`src/rtl/bdma_pkg.sv`:
```
package bdma_pkg;
    typedef enum logic [2:0] {
        S_IDLE,
        S_READ,
        S_WRITE,
        S_CHECK,
        S_HOLD
    } bdma_state_e;

    // ctrl bit positions
    localparam int CTL_WR   = 0;
    localparam int CTL_SRCH = 1;
    localparam int CTL_A2B  = 2;

    // port configuration bit positions
    localparam int PC_IO  = 0;
    localparam int PC_UP  = 1;
    localparam int PC_FIX = 2;

    // interrupt control bit positions
    localparam int IC_MATCH = 0;
    localparam int IC_END   = 1;
    localparam int IC_STAT  = 2;

    localparam logic [7:0] VEC_KEEP  = 8'hF9;
    localparam logic [7:0] CODE_HIT  = 8'd2;
    localparam logic [7:0] CODE_END  = 8'd4;
endpackage

```
`src/rtl/bdma_port_addr.sv`:
```
module bdma_port_addr
    import bdma_pkg::*;
#(
    parameter int AW = 16
) (
    input  logic          clk,
    input  logic          rst_n,
    input  logic          load,
    input  logic [AW-1:0] init,
    input  logic          adv,
    input  logic [2:0]    cfg,
    output logic [AW-1:0] addr,
    output logic          io_sel
);
    always_ff @(posedge clk or negedge rst_n) begin
        if (!rst_n) begin
            addr <= '0;
        end else if (load) begin
            addr <= init;
        end else if (adv && !cfg[PC_FIX]) begin
            addr <= cfg[PC_UP] ? addr + 1'b1 : addr - 1'b1;
        end
    end

    assign io_sel = cfg[PC_IO];


    first_addr_chk: assert property (@(posedge clk) disable iff (!rst_n)
        load |=> addr == $past(init));


    fixed_addr_chk: assert property (@(posedge clk) disable iff (!rst_n)
        (!load && cfg[PC_FIX]) |=> $stable(addr));
endmodule

```
`src/rtl/bdma_matcher.sv`:
```
module bdma_matcher (
    input  logic [7:0] data,
    input  logic [7:0] pattern,
    input  logic [7:0] dont_care,
    output logic       hit
);
    logic [7:0] diff;
    always_comb begin
        diff = (data ^ pattern) & ~dont_care;
        hit  = (diff == 8'h00);
    end
endmodule

```
`src/rtl/bdma_irq_vec.sv`:
```
module bdma_irq_vec
    import bdma_pkg::*;
(
    input  logic       hit_now,
    input  logic       end_now,
    input  logic [2:0] ictl,
    input  logic [7:0] base,
    output logic       fire,
    output logic [7:0] vec
);
    logic [7:0] code;
    always_comb begin
        if (hit_now && ictl[IC_MATCH]) begin
            code = CODE_HIT;
        end else if (end_now && ictl[IC_END]) begin
            code = CODE_END;
        end else begin
            code = 8'h00;
        end
        fire = (code != 8'h00);
        vec  = ictl[IC_STAT] ? (base & VEC_KEEP) + code : base;
    end
endmodule

```
`src/rtl/bytedma_engine.sv`:
```
module bytedma_engine
    import bdma_pkg::*;
#(
    parameter int AW    = 16,
    parameter int CNT_W = 16
) (
    input  logic             clk,
    input  logic             rst_n,
    input  logic             start,
    input  logic             step,
    input  logic [2:0]       ctrl,
    input  logic [2:0]       port_a_cfg,
    input  logic [2:0]       port_b_cfg,
    input  logic [AW-1:0]    a_addr,
    input  logic [AW-1:0]    b_addr,
    input  logic [CNT_W-1:0] blk_len,
    input  logic [7:0]       pat_byte,
    input  logic [7:0]       pat_mask,
    input  logic             run_cont,
    input  logic             irq_enable,
    input  logic [2:0]       irq_ctrl,
    input  logic [7:0]       irq_base,
    output logic             bus_req,
    output logic             bus_we,
    output logic             bus_io,
    output logic [AW-1:0]    bus_addr,
    output logic [7:0]       bus_wdata,
    input  logic [7:0]       bus_rdata,
    input  logic             bus_ack,
    output logic             busy,
    output logic             match_flag,
    output logic             end_flag,
    output logic             irq,
    output logic [7:0]       irq_vec
);
    localparam int NPORT = 2;

    bdma_state_e state, state_nx;

    logic [2:0]       ctl_q;
    logic [2:0]       pcfg_q [NPORT];
    logic [CNT_W-1:0] len_q;
    logic [CNT_W-1:0] cnt_q;
    logic [CNT_W-1:0] cnt_nx;
    logic [7:0]       pat_q, msk_q, base_q, dat_q;
    logic             cont_q, ien_q, stepped_q;
    logic [2:0]       ictl_q;
    logic             irq_q;
    logic [7:0]       vec_q;

    logic             ld, adv, stop, m_now, e_now, hit, wrap, len_hit;
    logic             fire;
    logic [7:0]       vec_w;
    logic [AW-1:0]    init_w [NPORT];
    logic [AW-1:0]    addr_w [NPORT];
    logic             io_w   [NPORT];
    logic             src_i, dst_i;

    assign init_w[0] = a_addr;
    assign init_w[1] = b_addr;
    assign src_i     = ctl_q[CTL_A2B] ? 1'b0 : 1'b1;
    assign dst_i     = ~src_i;

    // ---------------- per-port address units ----------------
    for (genvar p = 0; p < NPORT; p++) begin : g_port
        bdma_port_addr #(.AW(AW)) u_port (
            .clk    (clk),
            .rst_n  (rst_n),
            .load   (ld),
            .init   (init_w[p]),
            .adv    (adv),
            .cfg    (pcfg_q[p]),
            .addr   (addr_w[p]),
            .io_sel (io_w[p])
        );
    end

    bdma_matcher u_match (
        .data      (dat_q),
        .pattern   (pat_q),
        .dont_care (msk_q),
        .hit       (hit)
    );

    // ---------------- stop evaluation ----------------
    always_comb begin
        cnt_nx  = cnt_q + 1'b1;
        wrap    = (cnt_nx == '0);
        len_hit = !wrap && (len_q != '0) && (cnt_q >= len_q);
        m_now   = ctl_q[CTL_SRCH] && hit;
        e_now   = wrap || len_hit;
        stop    = m_now || e_now;
    end

    bdma_irq_vec u_vec (
        .hit_now (m_now),
        .end_now (e_now),
        .ictl    (ictl_q),
        .base    (base_q),
        .fire    (fire),
        .vec     (vec_w)
    );

    assign ld  = (state == S_IDLE) && start;
    assign adv = stepped_q &&
                 (((state == S_CHECK) && !stop && cont_q) ||
                  ((state == S_HOLD) && step));

    // ---------------- next state ----------------
    always_comb begin
        state_nx = state;
        unique case (state)
            S_IDLE:  if (start) state_nx = S_READ;
            S_READ:  if (bus_ack) state_nx = ctl_q[CTL_WR] ? S_WRITE : S_CHECK;
            S_WRITE: if (bus_ack) state_nx = S_CHECK;
            S_CHECK: begin
                if (stop)        state_nx = S_IDLE;
                else if (cont_q) state_nx = S_READ;
                else             state_nx = S_HOLD;
            end
            S_HOLD:  if (step) state_nx = S_READ;
            default: state_nx = S_IDLE;
        endcase
    end

    // ---------------- state register ----------------
    always_ff @(posedge clk or negedge rst_n) begin
        if (!rst_n) state <= S_IDLE;
        else        state <= state_nx;
    end

    // ---------------- run registers ----------------
    always_ff @(posedge clk or negedge rst_n) begin
        if (!rst_n) begin
            ctl_q      <= '0;
            pcfg_q[0]  <= '0;
            pcfg_q[1]  <= '0;
            len_q      <= '0;
            pat_q      <= '0;
            msk_q      <= '0;
            cont_q     <= 1'b0;
            ien_q      <= 1'b0;
            ictl_q     <= '0;
            base_q     <= '0;
            cnt_q      <= '0;
            dat_q      <= '0;
            stepped_q  <= 1'b0;
            match_flag <= 1'b0;
            end_flag   <= 1'b0;
            irq_q      <= 1'b0;
            vec_q      <= '0;
        end else begin
            irq_q <= 1'b0;
            if (ld) begin
                ctl_q      <= ctrl;
                pcfg_q[0]  <= port_a_cfg;
                pcfg_q[1]  <= port_b_cfg;
                len_q      <= blk_len;
                pat_q      <= pat_byte;
                msk_q      <= pat_mask;
                cont_q     <= run_cont;
                ien_q      <= irq_enable;
                ictl_q     <= irq_ctrl;
                base_q     <= irq_base;
                cnt_q      <= '0;
                stepped_q  <= 1'b0;
                match_flag <= 1'b0;
                end_flag   <= 1'b0;
            end
            if ((state == S_READ) && bus_ack) begin
                dat_q     <= bus_rdata;
                stepped_q <= 1'b1;
            end
            if (state == S_CHECK) begin
                cnt_q <= cnt_nx;
                if (m_now) match_flag <= 1'b1;
                if (e_now) end_flag   <= 1'b1;
                if (stop && ien_q && fire) begin
                    irq_q <= 1'b1;
                    vec_q <= vec_w;
                end
            end
        end
    end

    // ---------------- outputs ----------------
    always_comb begin
        bus_req   = 1'b0;
        bus_we    = 1'b0;
        bus_io    = 1'b0;
        bus_addr  = '0;
        bus_wdata = dat_q;
        unique case (state)
            S_READ: begin
                bus_req  = 1'b1;
                bus_addr = addr_w[src_i];
                bus_io   = io_w[src_i];
            end
            S_WRITE: begin
                bus_req  = 1'b1;
                bus_we   = 1'b1;
                bus_addr = addr_w[dst_i];
                bus_io   = io_w[dst_i];
            end
            default: ;
        endcase
    end

    assign busy    = (state != S_IDLE);
    assign irq     = irq_q;
    assign irq_vec = vec_q;


    match_halt_chk: assert property (@(posedge clk) disable iff (!rst_n)
        $rose(match_flag) |-> !busy);


    end_halt_chk: assert property (@(posedge clk) disable iff (!rst_n)
        $rose(end_flag) |-> !busy);


    irq_cause_chk: assert property (@(posedge clk) disable iff (!rst_n)
        irq |-> (match_flag || end_flag) && !busy);


    no_write_chk: assert property (@(posedge clk) disable iff (!rst_n)
        (bus_req && bus_we) |-> ctl_q[CTL_WR]);


    req_hold_chk: assert property (@(posedge clk) disable iff (!rst_n)
        (bus_req && !bus_ack) |=> bus_req && $stable(bus_addr) && $stable(bus_we));


    start_busy_chk: assert property (@(posedge clk) disable iff (!rst_n)
        (!busy && start) |=> busy && !match_flag && !end_flag);
endmodule

```
`config.mk`:
```
export PLATFORM = sky130hd
export DESIGN_NAME = bytedma_engine
export DESIGN_NICKNAME = d
export VERILOG_FILES = /design/src/rtl/bdma_pkg.sv /design/src/rtl/bdma_port_addr.sv /design/src/rtl/bdma_matcher.sv /design/src/rtl/bdma_irq_vec.sv /design/src/rtl/bytedma_engine.sv
export SDC_FILE = /design/constraint.sdc
export NUM_CORES = 1
export LEC_CHECK = 0
export BUFFER_PORTS_ARGS = -buffer_cell sky130_fd_sc_hd__buf_2
export CAP_MARGIN = 30
export CORE_AREA = 4 4 167 169
export DETAILED_ROUTE_END_ITERATION = 12
export DIE_AREA = 0 0 171 173
export GPL_ROUTABILITY_DRIVEN = 0
export GPL_TIMING_DRIVEN = 0
export HOLD_SLACK_MARGIN = 0.03
export PLACE_DENSITY = 0.59
export SYNTH_ARGS = -nofsm -noshare
export SYNTH_HDL_FRONTEND = slang
export SYNTH_SLANG_ARGS = --single-unit
```
`constraint.sdc`:
```
create_clock -name clk -period 3 [get_ports clk]
set_input_delay 0.15 -clock clk [delete_from_list [all_inputs] [get_ports clk]]
set_output_delay 0.15 -clock clk [all_outputs]
set_load 0.05 [all_outputs]
```
==> summary.md, run 1 <==
| Metric | Value |
|---|---|
| Outcome | complete, but fails checks |
| Failing checks | setup timing |
| Synth Warn # | 0 |
| Buf/Inv on CP | 2 |
| Sequential area share after synthesis | 40.0% |
| Most frequent cells in the layout | nand2_1, buf_2, dfrtp_1, dlygate4sd3_1, o21ai_0 |
| I/O pin count | 138 |
| First-pass GRT wire length | 42200 um |
| WHS | 0.0552 ns |
| Max FO, Critical Path | 5 |
| Vias | 7944 |
| R2R Path End | g_port[1].u_port.addr[14] |
| Die Area | 0.0296 mm2 |
| Die Span Y | 173 um |
| H-tree levels | 4 |
| Filler Cell Count | 2658 |
| Worst setup EP type | flop |
| Post-synth EDFFs | 0 |
| Worst hold stages | 3 |
| Fin crit share | 102% |
| Syn Area/Cell | 8.61 um2 |
| Leakage dissipation | 4.91 nW |
| Critical path arrival | 3.41 ns |
| Via/cell ratio | 5.17 |
| Maximum vdd ir drop | 0.391 mV |
| Core area | 0.0266 mm2 |
| Worst Hold Class | in -> reg |
| Final hold viol count | 0 |
| Die width | 171 um |
| Antenna violations before repair | 1 |
| Drt drc | 0 |
| Hold wc startpoint | b_addr[13] |
| DR pass1 iterations | 5 |
| Row Count | 60 |
| Fin util | 41.4% |
| DP Area | 0.00900 mm2 |
| Tmin final | 3.07 ns |
| Initial core utilization | 29.4% |
| Sink Count | 125 |
| Reg2reg path depth | 11 |
| Final worst slack | -0.0728 ns |
| Syn_nets | 1055 |
| GRT overflow | 0 |
| Number of diodes | 0 |
| Post-synthesis register bit count | 125 |
| Largest net degree at the start of global routing | 82 |
| FFs w/ async S/R, synth | 100% |
| TritonCTS clock tree | done |
| Worst-case clock buffer depth | 2 |
| Tot Pwr | 13.6 mW |
| Worst stage delay on the critical path | 0.47 ns |
| Final WL | 26900 um |
| CTS buffer count | 17 |
| Worst r2r src | pcfg_q[1] |
| CTS Root Cell | clkbuf_16 |
| Drt wl/cell | 17.5 um |
| Cells after synthesis | 908 |
| DP HPWL | 18800 um |
| Area Growth Syn to Fin | 40.9% |
| Setup CP Type | reg -> reg |
| Pwr dens | 1240 mW/mm2 |
| Final Skew | 0.0101 ns |
| Worst-skew pair later-pin latency | 0.43 ns |
| Top Family by Delay on Critical Path | compound AO/OA/AOI/OAI gates |
| Crit-path cells | clkinvlp_4 > buf_6 > ha_4 > a211oi_2 > o21bai_1 > a31o_2 > a211o_1 > a2111oi_4 > nor3_1 > or4b_1 > a31oi_1 |
| Max_cap viols | 0 |
| Distinct cell type count after synthesis | 55 |
| Syn Std Cell Area | 0.00781 mm2 |
| I/O Buffers | 137 |
| Vias in the first global route | 8039 |
| Hold endpoint | g_port[1].u_port.addr[13] |
| Final Max Slew Viols | 0 |
| Global Route Usage Sum | 17.9% |
| Crit path max-delay cell type | or4b_1 |
| Max Freq | 325 MHz |
| Least-Margin Pin Slew | 0.709 ns |
| Clock Pin Slew Worst Setup and Hold Paths | 0.06 ns |
| NumNets Final | 1331 |
| DR iter-0 viols | 570 |
| Instance count on the critical path | 11 |
| Critical path required time | 3.34 ns |
| Share of layout cells above drive strength 1 | 23.8% |
| Commonest non-fill, non-tap cell in the layout | nand2_1 |
| Final Cell Area | 0.0110 mm2 |
| Worst R2R Setup Slack | -0.07 ns |
| Routed Antenna Nets | 0 |
| CP startpoint kind | flop |
| # setup viols final | 1 |
| Slew Limit Headroom | 52.8% |
| Top FF cell, synth | dfrtp_1 |
| Unrepaired setup endpoints after global routing | true |
==> where the power goes <==
| group | total (mW) | internal (mW) | switching [mW] |
|---|---|---|---|
| logic | 8.54 | 3.30 | 5.24 |
| registers | 3.11 | 2.41 | 0.699 |
| clock network | 1.96 | 1.10 | 0.867 |
==> Yosys cell counts (all sizes together) (3+ instances only) <==
cell type    n  area, um2
nand2      150        563
dfrtp      125       3130
o21ai       92        460
a21oi       52        264
nor2        48        183
ha          46        576
clkbuf      45        169
a31oi       36        225
nand3       34        170
inv         30        113
xnor2       30        263
mux2        18        203
a22oi       17        128
a221oi      16        140
a21o        12       90.1
buf         12       73.8
nor3        12       60.1
o31ai       12       90.1
nand4       11       68.8
or3         11       68.8
and3         9       56.3
and2         8       50.1
a211oi       6       45.0
nor4         6       37.5
o21bai       6       45.0
a2111oi      5       50.0
o21a         5       37.5
a211o        4       35.0
a31o         4       35.0
nand2b       4       25.0
or2          4       25.0
or4          4       30.0
xor2         4       35.0
nand3b       3       22.5
nor2b        3       18.8
o22ai        3       18.8
o311ai       3       26.3
==> through the flow <==
step                      cells  TNS [ns]  setup slack (ns)
after global placement     1386    -28.42            -0.999
final                      1538   -0.0728           -0.0728
after detailed placement   1390    -17.00            -0.575
after global routing       1538    -0.897            -0.207
after CTS                  1534   -0.0457           -0.0457
after floorplan             908    -0.110            -0.110
==> how the worst max path moves through the flow <==
stage                     startpoint                         to
after global routing       pcfg_q[1]  g_port[1].u_port.addr[14]
after detailed placement   pcfg_q[4]  g_port[0].u_port.addr[15]
after floorplan            pcfg_q[1]  g_port[1].u_port.addr[14]
after CTS                  pcfg_q[1]  g_port[1].u_port.addr[14]
after global placement      cnt_q[0]   g_port[0].u_port.addr[3]
final                      pcfg_q[1]  g_port[1].u_port.addr[14]
==> kinds of logic after synthesis <==
kind of cell | Yosys count | share of synthesized area (%)
AOI/OAI and AO/OA | 283 | 22.8
buffers and inverters | 87 | 4.55
muxes | 19 | 2.72
adders and majority gates | 48 | 7.88
and+or+nand+nor | 312 | 18.2
DFF | 125 | 40.0
xor gates and xnor gates | 34 | 3.81
==> registers in the layout, summed over array words and instances, names as in the netlist, 3 cells and up <==
name,flops
ictl_q,3
bus_wdata,8
msk_q,8
pat_q,8
cnt_q,16
base_q,8
pcfg_q,6
state,3
len_q,16
g_port.u_port.addr,32
ctl_q,3
irq_vec,8
==> worst min-delay path, delay by kind of cell <==
| family | cells | cell delay [ns] |
|---|---|---|
| AOI/OAI and AO/OA | 1 | 0.14 |
| and+or+nand+nor | 1 | 0.06 |
| buffers and inverters | 1 | 0.08 |
==> what timing repair did <==
action	in CTS	in global routing
hold buffers	93	0
buffers inserted	20	4
pin swaps	12	18
resized for setup	48	43
endpoints found under the setup margin	56	54
endpoints found under the hold margin	136	0
==> layout make-up <==
type	count	area, um2	share of cell area [%]
Clock inverter	13	106	0.966
Sequential cell	125	3130	28.5
Tap cell	341	427	3.87
Multi-Input combinational cell	696	4610	41.9
Buffer	56	293	2.66
Clock buffer	19	443	4.02
Timing Repair Buffer	258	1880	17.1
Inverter	30	120	1.09
==> metal layers <==
layer,wire (um),global-route usage (%),up-vias
met2,12500,29.0,274
met1,12300,23.7,3764
met4,659,5.91,2
li1,-,-,3856
met5,12,0,-
met3,1460,3.80,48
(Power assumes the default switching activity.)
==> run 2: changes to the inputs <==
==> constraint.sdc (replaced) <==
create_clock -name clk -period 3 [get_ports clk]
set_input_delay 0.3 -clock clk [delete_from_list [all_inputs] [get_ports clk]]
set_output_delay 0.3 -clock clk [all_outputs]
set_load 0.05 [all_outputs]
==> summary.md, run 2 (synthesis results as in run 1) <==
| Metric | Value |
|---|---|
| Outcome | complete, but fails checks (unchanged) |
| Failing checks | setup timing (unchanged) |
| Tmin final | 3.07 ns (about the same) |
| Max_cap viols | 0 (unchanged) |
| Hold wc startpoint | port_a_cfg[2] (was b_addr[13]) |
| Final hold viol count | 0 (unchanged) |
| Max FFs per register | 32 (unchanged) |
| CP startpoint kind | flop (unchanged) |
| WHS | 0.0554 ns (was 0.0552 ns) |
| Dpl ws | -0.635 ns (was -0.575 ns) |
| CTS Root Cell | clkbuf_16 (unchanged) |
| I/O Buffers | 137 (unchanged) |
| GRT overflow | 0 (unchanged) |
| Pwr dens | 1360 mW/mm2 (was 1240 mW/mm2) |
| Largest net degree at the start of global routing | 67 (was 82) |
| Worst Hold Class | in -> reg (unchanged) |
| Drt wl/cell | 18.1 um (was 17.5 um) |
| M1 GR Usage | 23.8% (was 23.7%) |
| Tot Pwr | 14.1 mW (was 13.6 mW) |
| Met2 Track Usage GR | 26.3% (was 29.0%) |
| Filler Cell Count | 2709 (was 2658) |
| Antenna violations before repair | 5 (was 1) |
| Max FO, Critical Path | 6 (was 5) |
| Share of layout cells above drive strength 1 | 28.5% (was 23.8%) |
| Int Pwr | 7.08 mW (was 6.80 mW) |
| Critical path required time | 3.35 ns (was 3.34 ns) |
| DR pass1 iterations | 6 (was 5) |
| R2R Path End | g_port[1].u_port.addr[14] (unchanged) |
| NumNets Final | 1256 (was 1331) |
| Final Skew | 0.0113 ns (was 0.0101 ns) |
| Core area | 0.0266 mm2 (unchanged) |
| Sink Count | 125 (unchanged) |
| Total Negative Setup Slacks | -0.118 ns (was -0.0728 ns) |
| Setup CP Type | reg -> reg (unchanged) |
| Final non-filler cell total | 1463 (was 1538) |
| Vias | 7710 (was 7944) |
| Worst stage delay on the critical path | 0.46 ns (was 0.47 ns) |
| Die Span Y | 173 um (unchanged) |
| Largest Register | g_port.u_port.addr (unchanged) |
| Crit-path cells | clkinvlp_4 > buf_6 > ha_4 > a211oi_2 > o21bai_1 > a31o_2 > a211o_1 > a2111oi_4 > nor3_1 > or4b_1 > a31oi_1 (unchanged) |
| Drt drc | 0 (unchanged) |
| Unrepaired setup endpoints after global routing | true (unchanged) |
| Worst r2r src | pcfg_q[1] (unchanged) |
| Die width | 171 um (unchanged) |
| Clock Pin Slew Worst Setup and Hold Paths | 0.07 ns (was 0.06 ns) |
| TritonCTS clock tree | done (unchanged) |
| Final Max Slew Viols | 0 (unchanged) |
| Routed Antenna Nets | 0 (unchanged) |
| Most frequent cells in the layout | nand2_1, buf_2, dfrtp_1, o21ai_0, nor2_1 (was nand2_1, buf_2, dfrtp_1, dlygate4sd3_1, o21ai_0) |
| Global Route Usage Sum | 17.4% (was 17.9%) |
| Leakage dissipation | 4.66 nW (was 4.91 nW) |
| Via/cell ratio | 5.27 (was 5.17) |
| # setup viols final | 3 (was 1) |
| Vias in the first global route | 7410 (was 8039) |
| CTS buffer count | 17 (unchanged) |
| DP HPWL | 18800 um (about the same) |
| I/O pin count | 138 (unchanged) |
| Final worst slack | -0.0718 ns (was -0.0728 ns) |
| Clock power frac | 15.6% (was 14.4%) |
| Hold endpoint | pcfg_q[5] (was g_port[1].u_port.addr[13]) |
| Maximum vdd ir drop | 0.496 mV (was 0.391 mV) |
| Max Freq | 326 MHz (was 325 MHz) |
| Critical path arrival | 3.42 ns (was 3.41 ns) |
| Row Count | 60 (unchanged) |
| Cells after DPL | 1389 (was 1390) |
| Slew Limit Headroom | 48.8% (was 52.8%) |
| Most Crowded Layer GR | met2 (unchanged) |
| Gate power share | 62.2% (was 62.7%) |
| Seq pwr share | 22.2% (was 22.8%) |
| Regs by FF count | g_port.u_port.addr x32, cnt_q x16, len_q x16 (unchanged) |
| Final WL | 26500 um (was 26900 um) |
| H-tree levels | 4 (unchanged) |
| Net Sw Frac | 49.6% (was 50.0%) |
| DR iter-0 viols | 630 (was 570) |
| Reg2reg path depth | 11 (unchanged) |
| Fin util | 39.0% (was 41.4%) |
| Worst hold stages | 3 (unchanged) |
| Crit path from | pcfg_q[1] (unchanged) |
| Worst-skew pair later-pin latency | 0.43 ns (about the same) |
| Worst setup EP type | flop (unchanged) |
| Area Growth Syn to Fin | 32.7% (was 40.9%) |
| Number of diodes | 0 (unchanged) |
| Die Area | 0.0296 mm2 (unchanged) |
| Fin crit share | 102% (about the same) |
| Worst-case clock buffer depth | 2 (unchanged) |
| Initial core utilization | 29.4% (unchanged) |
| DP Area | 0.00903 mm2 (was 0.00900 mm2) |
| Crit path max-delay cell type | or4b_1 (unchanged) |
| Commonest non-fill, non-tap cell in the layout | nand2_1 (unchanged) |
| First-pass GRT wire length | 40800 um (was 42200 um) |
| Least-Margin Pin Slew | 0.769 ns (was 0.709 ns) |
| Final Cell Area | 0.0104 mm2 (was 0.0110 mm2) |
| Met3 Usage GRT | 5.56% (was 3.80%) |
| Worst R2R Setup Slack | -0.07 ns (about the same) |
| Psw | 6.97 mW (was 6.81 mW) |
## run 2: repair_timing
item	in CTS	in global routing
resized for setup	37	83
gates cloned	0	0
hold endpoints to repair	59	0
buffers inserted	27	15
hold buffers	1	0
setup endpoints to repair	58	56
pin swaps	10	29
## run 2: routing by layer
metal  share of wire, %  vias up  wire length, um
li1                   -     3702                -
met1                 44     3661            11700
met2                 45      288            11800
met3                8.5       49             2260
met4                2.3       10              607
met5               0.26        -               69
## run 2: how the worst max path moves through the flow
| stage | end | slack, ns | depth (start not counted) |
|---|---|---|---|
| 2_1_floorplan | g_port[1].u_port.addr[14] | -0.11 | 10 |
| 3_3_place_gp | g_port[0].u_port.addr[7] | -1.03 | 11 |
| 3_5_place_dp | g_port[0].u_port.addr[7] | -0.64 | 12 |
| 4_1_cts | g_port[1].u_port.addr[14] | -0.01 | 11 |
| 5_1_grt | g_port[1].u_port.addr[14] | -0.17 | 11 |
| 6_report | g_port[1].u_port.addr[14] | -0.07 | 11 |
## run 2: final cells by class
cell class,count,area [um2],area share [%]
plain buffers,56,289,2.79
well taps,341,427,4.12
multi-input cells,696,4700,45.3
clock inverters,14,171,1.65
repair buffers,183,1090,10.6
inverters,30,120,1.16
clock buffers,18,429,4.14
flip-flops and latches,125,3140,30.3
## run 2: critical path: cells and delay by family, from the launching register on
family	cells	cell delay, ns
flip-flops	1	0.38
buffers and inverters	2	0.40
adder cells (fa/ha/maj)	1	0.24
AND/OR/NAND/NOR	2	0.55
AO/OA/AOI/OAI	6	1.41
## run 2: power by group through the flow
stage | Combinational, mW | Clock, mW | Sequential, mW
3_3_place_gp | 7.57 | 0 | 3.10
4_1_cts | 8.26 | 2.22 | 3.09
3_5_place_dp | 7.70 | 0 | 3.12
6_report | 8.75 | 2.19 | 3.11
2_1_floorplan | 5.65 | 0 | 3.20
5_1_grt | 9.55 | 2.29 | 3.21
